## src/rtl/aif_clk_pkg.sv

```systemverilog
// Shared types for the audio interface master clock generator.
// Assumes a 2-bit mode select; the encoding is fixed by the block's port contract.
package aif_clk_pkg;

    typedef enum logic [1:0] {
        MODE_STD     = 2'b00,
        MODE_HIRATE  = 2'b01,
        MODE_FIXED12 = 2'b10,
        MODE_STD_ALT = 2'b11
    } rate_mode_e;

endpackage

```

## src/rtl/aif_clk_cfg.sv

```systemverilog
// Configuration holder: captures the mode and divide inputs at each frame start
// and derives the prescale, frame length and first-phase length for that frame.
// Assumes load is asserted in the cycle where the counters restart a frame.
module aif_clk_cfg
    import aif_clk_pkg::*;
#(
    parameter int DIV_W    = 10,
    parameter int POS_W    = 10,
    parameter int HR_FRAME = 128
) (
    input  logic             clk,
    input  logic             rst_n,
    input  logic             load,
    input  logic [1:0]       mode_in,
    input  logic [DIV_W-1:0] div_in,
    output logic             direct,
    output logic [DIV_W-1:0] pre,
    output logic [POS_W-1:0] len,
    output logic [POS_W-1:0] half
);

    localparam int STD_UNITS = 128;

    rate_mode_e       mode_q;
    logic [DIV_W-1:0] div_q;

    // Capture the requested settings only when a new frame begins.
    always_ff @(negedge clk) begin
        if (!rst_n) begin
            mode_q <= MODE_STD;
            div_q  <= '0;
        end else if (load) begin
            mode_q <= rate_mode_e'(mode_in);
            div_q  <= div_in;
        end
    end

    // Translate the held settings into counter limits.
    always_comb begin
        direct = 1'b0;
        pre    = (div_q == '0) ? DIV_W'(1) : div_q;
        len    = POS_W'(STD_UNITS);
        unique case (mode_q)
            MODE_HIRATE: begin
                direct = 1'b1;
                pre    = DIV_W'(1);
                len    = POS_W'(HR_FRAME);
            end
            MODE_FIXED12: begin
                direct = 1'b1;
                pre    = DIV_W'(1);
                len    = (div_q < DIV_W'(2)) ? POS_W'(2) : POS_W'(div_q);
            end
            default: ;
        endcase
        half = len >> 1;
    end

    // held settings move only at a frame start.
    assert_cfg_hold_R7: assert property (@(negedge clk) disable iff (!rst_n)
        !load |=> (mode_q == $past(mode_q) && div_q == $past(div_q)));

endmodule

```

## src/rtl/aif_clk_cnt.sv

```systemverilog
// Frame position counter: a prescaler of pre master cycles advances a position
// counter that runs from 0 to len-1. It flags each step and each frame restart.
// Assumes pre >= 1 and len >= 2 for the configuration in force.
module aif_clk_cnt #(
    parameter int DIV_W = 10,
    parameter int POS_W = 10
) (
    input  logic             clk,
    input  logic             rst_n,
    input  logic [DIV_W-1:0] pre,
    input  logic [POS_W-1:0] len,
    output logic [POS_W-1:0] pos_q,
    output logic             step,
    output logic             wrap,
    output logic             run_q
);

    logic [DIV_W-1:0] sub_q;

    // Decode the end of a prescale period and the end of a frame.
    always_comb begin
        step = (sub_q == pre - DIV_W'(1));
        wrap = !run_q || (step && pos_q == len - POS_W'(1));
    end

    // Advance the prescaler and the position; restart both at frame end.
    always_ff @(negedge clk) begin
        if (!rst_n) begin
            sub_q <= '0;
            pos_q <= '0;
            run_q <= 1'b0;
        end else if (wrap) begin
            sub_q <= '0;
            pos_q <= '0;
            run_q <= 1'b1;
        end else if (step) begin
            sub_q <= '0;
            pos_q <= pos_q + POS_W'(1);
        end else begin
            sub_q <= sub_q + DIV_W'(1);
        end
    end

    // the position never runs past the frame length in force.
    assert_pos_range_R4: assert property (@(negedge clk) disable iff (!rst_n)
        run_q |-> (pos_q < len));

    // the prescaler stays inside its period.
    assert_sub_range_R2: assert property (@(negedge clk) disable iff (!rst_n)
        run_q |-> (sub_q < pre));

endmodule

```

## src/rtl/aif_clk_out.sv

```systemverilog
// Output register stage: builds the frame clock, the divided bit clock and the
// frame-start strobe from the counter events. All outputs are registers.
// Assumes wrap and step come from the counter of the same falling edge.
module aif_clk_out #(
    parameter int POS_W = 10
) (
    input  logic             clk,
    input  logic             rst_n,
    input  logic             wrap,
    input  logic             step,
    input  logic [POS_W-1:0] pos_q,
    input  logic [POS_W-1:0] half,
    output logic             lr_q,
    output logic             bit_q,
    output logic             fs_q
);

    logic [POS_W-1:0] pos_nx;

    // Position the counter moves to on a step.
    always_comb pos_nx = pos_q + POS_W'(1);

    // Register the clock levels for the next position and the start strobe.
    always_ff @(negedge clk) begin
        if (!rst_n) begin
            lr_q  <= 1'b0;
            bit_q <= 1'b0;
            fs_q  <= 1'b0;
        end else if (wrap) begin
            lr_q  <= 1'b1;
            bit_q <= 1'b0;
            fs_q  <= 1'b1;
        end else begin
            fs_q <= 1'b0;
            if (step) begin
                lr_q  <= (pos_nx < half);
                bit_q <= pos_nx[0];
            end
        end
    end

    // the strobe lasts a single cycle.
    assert_fs_single_R6: assert property (@(negedge clk) disable iff (!rst_n)
        fs_q |=> !fs_q);

    // the strobe coincides with a rising frame clock.
    assert_fs_on_rise_R6: assert property (@(negedge clk) disable iff (!rst_n)
        fs_q |-> (lr_q && !$past(lr_q)));

endmodule

```

## src/rtl/aif_clk_master.sv

```systemverilog
// Audio interface master clock generator top. Wires the configuration holder,
// the frame counter and the output stage, and selects the bit clock source:
// the registered divider in standard mode, the master clock itself otherwise.
// Assumes the master clock is free-running while the block is out of reset.
module aif_clk_master #(
    parameter int DIV_W    = 10,
    parameter int HR_FRAME = 128
) (
    input  logic             mclk,
    input  logic             rst_n,
    input  logic [1:0]       mode_sel,
    input  logic [DIV_W-1:0] div_sel,
    output logic             bclk,
    output logic             lrclk,
    output logic             frame_start
);

    localparam int POS_W = (DIV_W > 9) ? DIV_W : 9;

    logic             direct;
    logic [DIV_W-1:0] pre;
    logic [POS_W-1:0] len;
    logic [POS_W-1:0] half;
    logic [POS_W-1:0] pos_q;
    logic             step;
    logic             wrap;
    logic             run_q;
    logic             lr_q;
    logic             bit_q;
    logic             fs_q;

    aif_clk_cfg #(.DIV_W(DIV_W), .POS_W(POS_W), .HR_FRAME(HR_FRAME)) u_cfg (
        .clk     (mclk),
        .rst_n   (rst_n),
        .load    (wrap),
        .mode_in (mode_sel),
        .div_in  (div_sel),
        .direct  (direct),
        .pre     (pre),
        .len     (len),
        .half    (half)
    );

    aif_clk_cnt #(.DIV_W(DIV_W), .POS_W(POS_W)) u_cnt (
        .clk   (mclk),
        .rst_n (rst_n),
        .pre   (pre),
        .len   (len),
        .pos_q (pos_q),
        .step  (step),
        .wrap  (wrap),
        .run_q (run_q)
    );

    aif_clk_out #(.POS_W(POS_W)) u_out (
        .clk   (mclk),
        .rst_n (rst_n),
        .wrap  (wrap),
        .step  (step),
        .pos_q (pos_q),
        .half  (half),
        .lr_q  (lr_q),
        .bit_q (bit_q),
        .fs_q  (fs_q)
    );

    // Pick the bit clock source and expose the registered frame signals.
    always_comb begin
        bclk        = direct ? mclk : bit_q;
        lrclk       = lr_q;
        frame_start = fs_q;
    end

    // within divided-clock frames the frame clock moves only as bclk falls.
    assert_lr_on_fall_R5: assert property (@(negedge mclk) disable iff (!rst_n)
        ($past(run_q) && !direct && !$past(direct) && (lr_q != $past(lr_q)))
        |-> ($past(bit_q) && !bit_q));

endmodule

```

## config.mk

```make
export PLATFORM = sky130hd
export DESIGN_NAME = aif_clk_master
export DESIGN_NICKNAME = d
export VERILOG_FILES = /design/src/rtl/aif_clk_pkg.sv /design/src/rtl/aif_clk_cfg.sv /design/src/rtl/aif_clk_cnt.sv /design/src/rtl/aif_clk_out.sv /design/src/rtl/aif_clk_master.sv
export SDC_FILE = /design/constraint.sdc
export NUM_CORES = 1
export LEC_CHECK = 0
export BUFFER_PORTS_ARGS = -buffer_cell sky130_fd_sc_hd__clkbuf_2
export CAP_MARGIN = 5
export CORE_UTILIZATION = 40
export CTS_CLUSTER_DIAMETER = 60
export DETAILED_ROUTE_END_ITERATION = 8
export PLACE_DENSITY = 0.63
export REMOVE_ABC_BUFFERS = 1
export SLEW_MARGIN = 40
export SYNTH_ARGS = -nofsm -noshare
export SYNTH_HDL_FRONTEND = slang
export SYNTH_SLANG_ARGS = --single-unit
```

## constraint.sdc

```tcl
create_clock -name mclk -period 7.1 [get_ports mclk]
set_input_delay 1.065 -clock mclk [delete_from_list [all_inputs] [get_ports mclk]]
set_output_delay 1.065 -clock mclk [all_outputs]
set_load 0.05 [all_outputs]
```

==> impl_metrics.yaml, run 1 <==
clock_tree:
  postCtsSetupBuffers: 0
  hold_buffers: 0
  clock_path_buffers: 2
  numCtsBuffers: 5
  cts_htree_levels: 2
  clkLatencyLatePin_ns: 0.36
  post_cts_resized: 0
  cts_tree: "done"
  clockRootBuffer: "clkbuf_8"
  clkSlewWorstSetupHoldPaths_ns: 0.03
setup_path:
  crit_path_max_incr_delay_ns: 0.35
  critical_path_required_ns: 6.03
  path_cells: "inv_1, ha_1, o21ai_0, clkbuf_2"
  slowest_stage: "clkbuf_2"
  critical_path_arrival_ns: 5.27
  cp_max_fo: 3
  crit_family: "buffers and inverters"
  crit_buf_inv: 2
  start_kind: "flop"
  setup.worst_path.end_class: "primary output"
  path_class: "reg2out"
logic_synthesis:
  synth-seq-cells: 35
  post_synth_num_cell_types: 62
  yosysTopAreaCellShare: 0.2575
  avgSynthCellArea_um2: 7.843
  synth.cell_area_mm2: 0.002721
  synth_ff_type: "dfxtp_1"
  synth_area_leader_cell: "dfxtp_1"
  synth.yosys.warnings: 0
  async_reset_ff_frac: 0
  yosysSeqAreaShare: 0.2575
  synth-edff-count: 0
  synthCells: 347
  synthTopCellsByArea: "dfxtp_1, nand2_1, xnor2_1, ha_1, xor2_1"
layout:
  syn_to_final_growth_pct: 10.39
  fin_nets: 401
  layout_commonest_cell: "nand2_1"
  diodes: 0
  fillCellCount: 633
  most-common-layout-cells: "nand2_1, inv_1, dfxtp_1, nor2_1, xnor2_1"
  drive_gt1_frac: 0.09867
routing:
  drtIter0Drc: 168
  drt-vias-per-instance: 5.566
  wl_mm: 6.312
  route.detailed.drc: 2
  dr_total_vias: 2516
  postRouteAntennaNets: 0
  drtPass1Iterations: 6
  wire_per_inst_um: 13.96
timing:
  hold_viol_final: 0
  worst_slew_pin_slew_ns: 0.5697
  fin_tns_setup_ns: 0
  holdWs_ns: 0.4699
  setup_viol: 0
  skew_ns: 0.01622
  rsz0062_at_grt: "false"
  drv_slew: 0
  relSlewSlack: 0.6170
global_routing:
  grt_pass1_vias: 2408
  grt_overflow: 0
  antenna_found_initial: 0
  grt_max_degree: 28
  grt_usage: 0.1895
  grt_pass1_wl_mm: 10.91
outcome:
  violations: "DRC"
  outcome: "complete, but fails checks"
power_and_ir_drop:
  p_leak_nw: 1.434
  power_density_mw_per_mm2: 190.9
  ir_drop_v: 0.0001365
placement:
  io_buffer_count: 16
  hpwlAfterDp_mm: 4.405
  gp_congestion: 0.8253
floorplan:
  pin_count: 17
  die_area_mm2: 0.007137
  core-area_mm2: 0.006459
  die_y_um: 84.48
  die_w_um: 84.48
  row_count: 29
  start_util: 0.4213
job:
  max_cap_violations: 0
min_path:
  hold_class: "reg2reg"
-- worst reg2reg max path: cells and delay by family (launching register included) --
family | cells | cell delay, ns
fa+ha+maj | 1 | 0.35
simple gates | 5 | 1.74
xor+xnor | 1 | 0.15
compound gates | 3 | 1.20
flops | 1 | 0.46
buf+inv | 1 | 0.24
-- layout make-up --
type	instances	area (um2)	share of cell area
multi-input cells	266	1833	0.6102
inverters	11	41.29	0.01374
clock buffers	6	73.82	0.02457
flip-flops and latches	35	700.7	0.2332
clock inverters	39	161.4	0.05373
repair buffers	18	97.59	0.03249
well taps	77	96.34	0.03207
-- cells in the mapped netlist (3+ instances only) --
cell       instances
xnor2_1           19
ha_1              13
buf_2              5
nand2_1           50
nor2_1            21
dfxtp_1           35
o211a_1            8
or2_2              3
nor3_1            15
mux2i_1           14
or4_1              5
nor2b_1            5
a21oi_1            7
and3_1             4
nand2b_1           3
xor2_1            18
nand3_1           12
a2111oi_0          5
inv_1             12
o21ai_0            7
nand4_1            3
buf_1              4
a21o_1             3
o21a_1             8
clkbuf_1          23
-- where the power goes --
part,internal [W],switching (W),total (W)
clock,0.0000998,0.000146,0.000246
sequential,0.000204,0.0000142,0.000219
combinational,0.0000467,0.0000619,0.000109
total,0.000351,0.000223,0.000574
-- metal layers --
metal,up-vias,track usage,wire length [um]
li1,1281,-,-
met1,1156,0.2263,2855
met2,72,0.3134,3031
met3,7,0.05998,370
met4,0,0.08166,55
met5,-,0,0
-- per-stage QoR --
stage          total power [W]  area [um2]    util  setup WS, ns  std cells
6_report             0.0005736        3004  0.4651        0.7607        452
5_1_grt              0.0006266        3004  0.4651        0.5769        452
4_1_cts              0.0005866        3004  0.4651        0.6440        452
3_5_place_dp         0.0003716        2778  0.4301         1.055        409
3_3_place_gp         0.0003703        2778  0.4301         1.119        409
2_1_floorplan        0.0003403        2579       -        0.4711        313
-- worst paths after layout --
| check | startpoint | endpoint | slack, ns | cells after the start |
|---|---|---|---|---|
| worst max-delay path | u_cfg.mode_q[0] | bclk | 0.76 | 4 |
| worst min-delay path | u_cfg.mode_q[1] | u_cfg.mode_q[1] | 0.47 | 2 |
| worst max register to register | u_cfg.div_q[3] | u_cnt.pos_q[0] | 2.85 | 11 |
| worst min register to register | u_cfg.mode_q[1] | u_cfg.mode_q[1] | 0.47 | 2 |
-- flip-flops by register name, indices dropped and copies added, names as in the netlist --
register	flops
u_cnt.sub_q	10
u_out.fs_q	1
u_cfg.div_q	10
u_cnt.run_q	1
u_cnt.pos_q	10
u_out.lr_q	1
u_cfg.mode_q	2
-- cell families (layout without fill, tap and decap cells) --
logic type | after synthesis | count (layout) | share of synthesized area
flops | 35 | 35 | 0.2575
buf+inv | 46 | 74 | 0.06896
mux | 15 | 15 | 0.05563
simple gates | 135 | 135 | 0.2529
fa+ha+maj | 13 | 13 | 0.05977
xor+xnor | 37 | 37 | 0.1191
compound gates | 66 | 66 | 0.1862
Power figures use the tool's default switching activity.
==> run 2: changes to the inputs <==
--- a/config.mk
+++ b/config.mk
@@ -7,10 +7,12 @@
 export LEC_CHECK = 0
 export BUFFER_PORTS_ARGS = -buffer_cell sky130_fd_sc_hd__clkbuf_2
 export CAP_MARGIN = 5
+export CORE_ASPECT_RATIO = 0.5
 export CORE_UTILIZATION = 40
+export CTS_BUF_LIST = sky130_fd_sc_hd__clkbuf_4 sky130_fd_sc_hd__clkbuf_8
 export CTS_CLUSTER_DIAMETER = 60
 export DETAILED_ROUTE_END_ITERATION = 8
-export PLACE_DENSITY = 0.63
+export PLACE_DENSITY_LB_ADDON = 0.12
 export REMOVE_ABC_BUFFERS = 1
 export SLEW_MARGIN = 40
 export SYNTH_ARGS = -nofsm -noshare
==> impl_metrics.yaml, run 2 (same netlist as run 1, synthesis figures left out) <==
outcome:
  outcome: "complete, no violations"
power_and_ir_drop:
  p_leak_nw: 1.450
  p_total_w: 0.0006405
  power_density_mw_per_mm2: 209.5
  ir_drop_v: 0.00009782
global_routing:
  grt_pass1_wl_mm: 11.81
  grt_pass1_vias: 2503
  grt_max_degree: 29
  grt_overflow: 0
  antenna_found_initial: 0
  grt_usage: 0.2117
routing:
  wire_per_inst_um: 14.73
  postRouteAntennaNets: 0
  wl_mm: 6.818
  drtPass1Iterations: 4
  drt-vias-per-instance: 5.443
  dr_total_vias: 2520
  route.detailed.drc: 0
  drtIter0Drc: 104
timing:
  worst_slew_pin_slew_ns: 0.6247
  setup_viol: 0
  fin_tns_setup_ns: 0
  relSlewSlack: 0.5801
  hold_viol_final: 0
  drv_slew: 0
  skew_ns: 0.01289
  rsz0062_at_grt: "false"
floorplan:
  start_util: 0.4315
  pin_count: 17
  core-area_mm2: 0.006306
  row_count: 20
  die_w_um: 118.7
  die_y_um: 60.33
  die_area_mm2: 0.007158
layout:
  fillCellCount: 651
  layout_commonest_cell: "nand2_1"
  fin_nets: 401
  fin_area_mm2: 0.003057
  drive_gt1_frac: 0.09867
  fin_util: 0.4847
  most-common-layout-cells: "nand2_1, inv_1, dfxtp_1, nor2_1, xnor2_1"
  reg.largest.list: "u_cfg.div_q (10), u_cnt.pos_q (10), u_cnt.sub_q (10)"
  diodes: 0
  syn_to_final_growth_pct: 12.32
setup_path:
  path_class: "reg2out"
  start_kind: "flop"
  rrSetupSlack_ns: 2.60
  critical_path_arrival_ns: 5.28
  r2r_cells: 11
  critical_path_required_ns: 6.03
  r2r-start: "u_cfg.div_q[3]"
  timing.rr.end: "u_cfg.div_q[9]"
  setup.worst_path.end_class: "primary output"
  cp_max_fo: 25
clock_tree:
  clock_path_buffers: 2
  cts_tree: "done"
  numCtsBuffers: 5
  post_cts_resized: 0
  clkSlewWorstSetupHoldPaths_ns: 0.03
  clkLatencyLatePin_ns: 0.36
  postCtsSetupBuffers: 0
  clockRootBuffer: "clkbuf_8"
  cts_htree_levels: 2
  hold_buffers: 0
placement:
  hpwlAfterDp_mm: 4.873
  io_buffer_count: 16
  gp_congestion: 0.8425
  dpl-instance-area_mm2: 0.002791
min_path:
  hold_class: "reg2reg"
  min_to: "u_cfg.mode_q[0]"
  whs_path_depth: 2
  hold_start: "u_cfg.mode_q[0]"
job:
  max_cap_violations: 0
-- run 2: how the worst max path moves through the flow --
stage	start	endpoint	slack, ns	cells after the start
floorplan	u_cfg.mode_q[0]	bclk	0.47	3
global placement	u_cfg.mode_q[0]	bclk	1.19	5
detailed placement	u_cfg.mode_q[0]	bclk	1.19	5
CTS	u_cfg.mode_q[0]	bclk	0.71	5
global route	u_cfg.mode_q[0]	bclk	0.60	5
finish	u_cfg.mode_q[0]	bclk	0.75	5
-- run 2: final cells by class --
type | count | area, um2 | share of cell area
inverter | 11 | 41.29 | 0.01351
tap | 88 | 110.1 | 0.03602
clock buffer | 6 | 73.82 | 0.02415
sequential | 35 | 700.7 | 0.2292
timing repair buffer | 18 | 97.59 | 0.03193
clock inverter | 39 | 200.2 | 0.06549
multi-input combinational | 266 | 1833 | 0.5997
-- run 2: per-stage QoR --
stage	setup WS, ns	std cells	hold WS [ns]
2_1_floorplan	0.4711	313	0.4449
3_3_place_gp	1.193	420	0.4644
3_5_place_dp	1.191	420	0.4621
4_1_cts	0.7083	463	0.4679
5_1_grt	0.6013	463	0.4818
6_report	0.7527	463	0.4671
-- run 2: per-layer routing --
layer  vias up  GRT usage  part of all wire
li1       1283          -                 -
met1      1189     0.2785              0.52
met2        43     0.3141              0.43
met3         5    0.08206             0.048
met4         0    0.08499            0.0053
met5         -          0                 0
-- run 2: critical path: stages (launching register included) --
cell and delay [ns]:
dfxtp_1 0.31, inv_1 0.04, ha_1 0.28, buf_4 0.21
o21ai_0 0.22, clkbuf_2 0.31
-- run 2: where the power goes --
group | internal (W) | switching [W] | total [W]
Combinational | 0.0000466 | 0.0000645 | 0.000111
Sequential | 0.000205 | 0.0000144 | 0.000219
Clock | 0.000168 | 0.000143 | 0.000310
Total | 0.000419 | 0.000222 | 0.000640
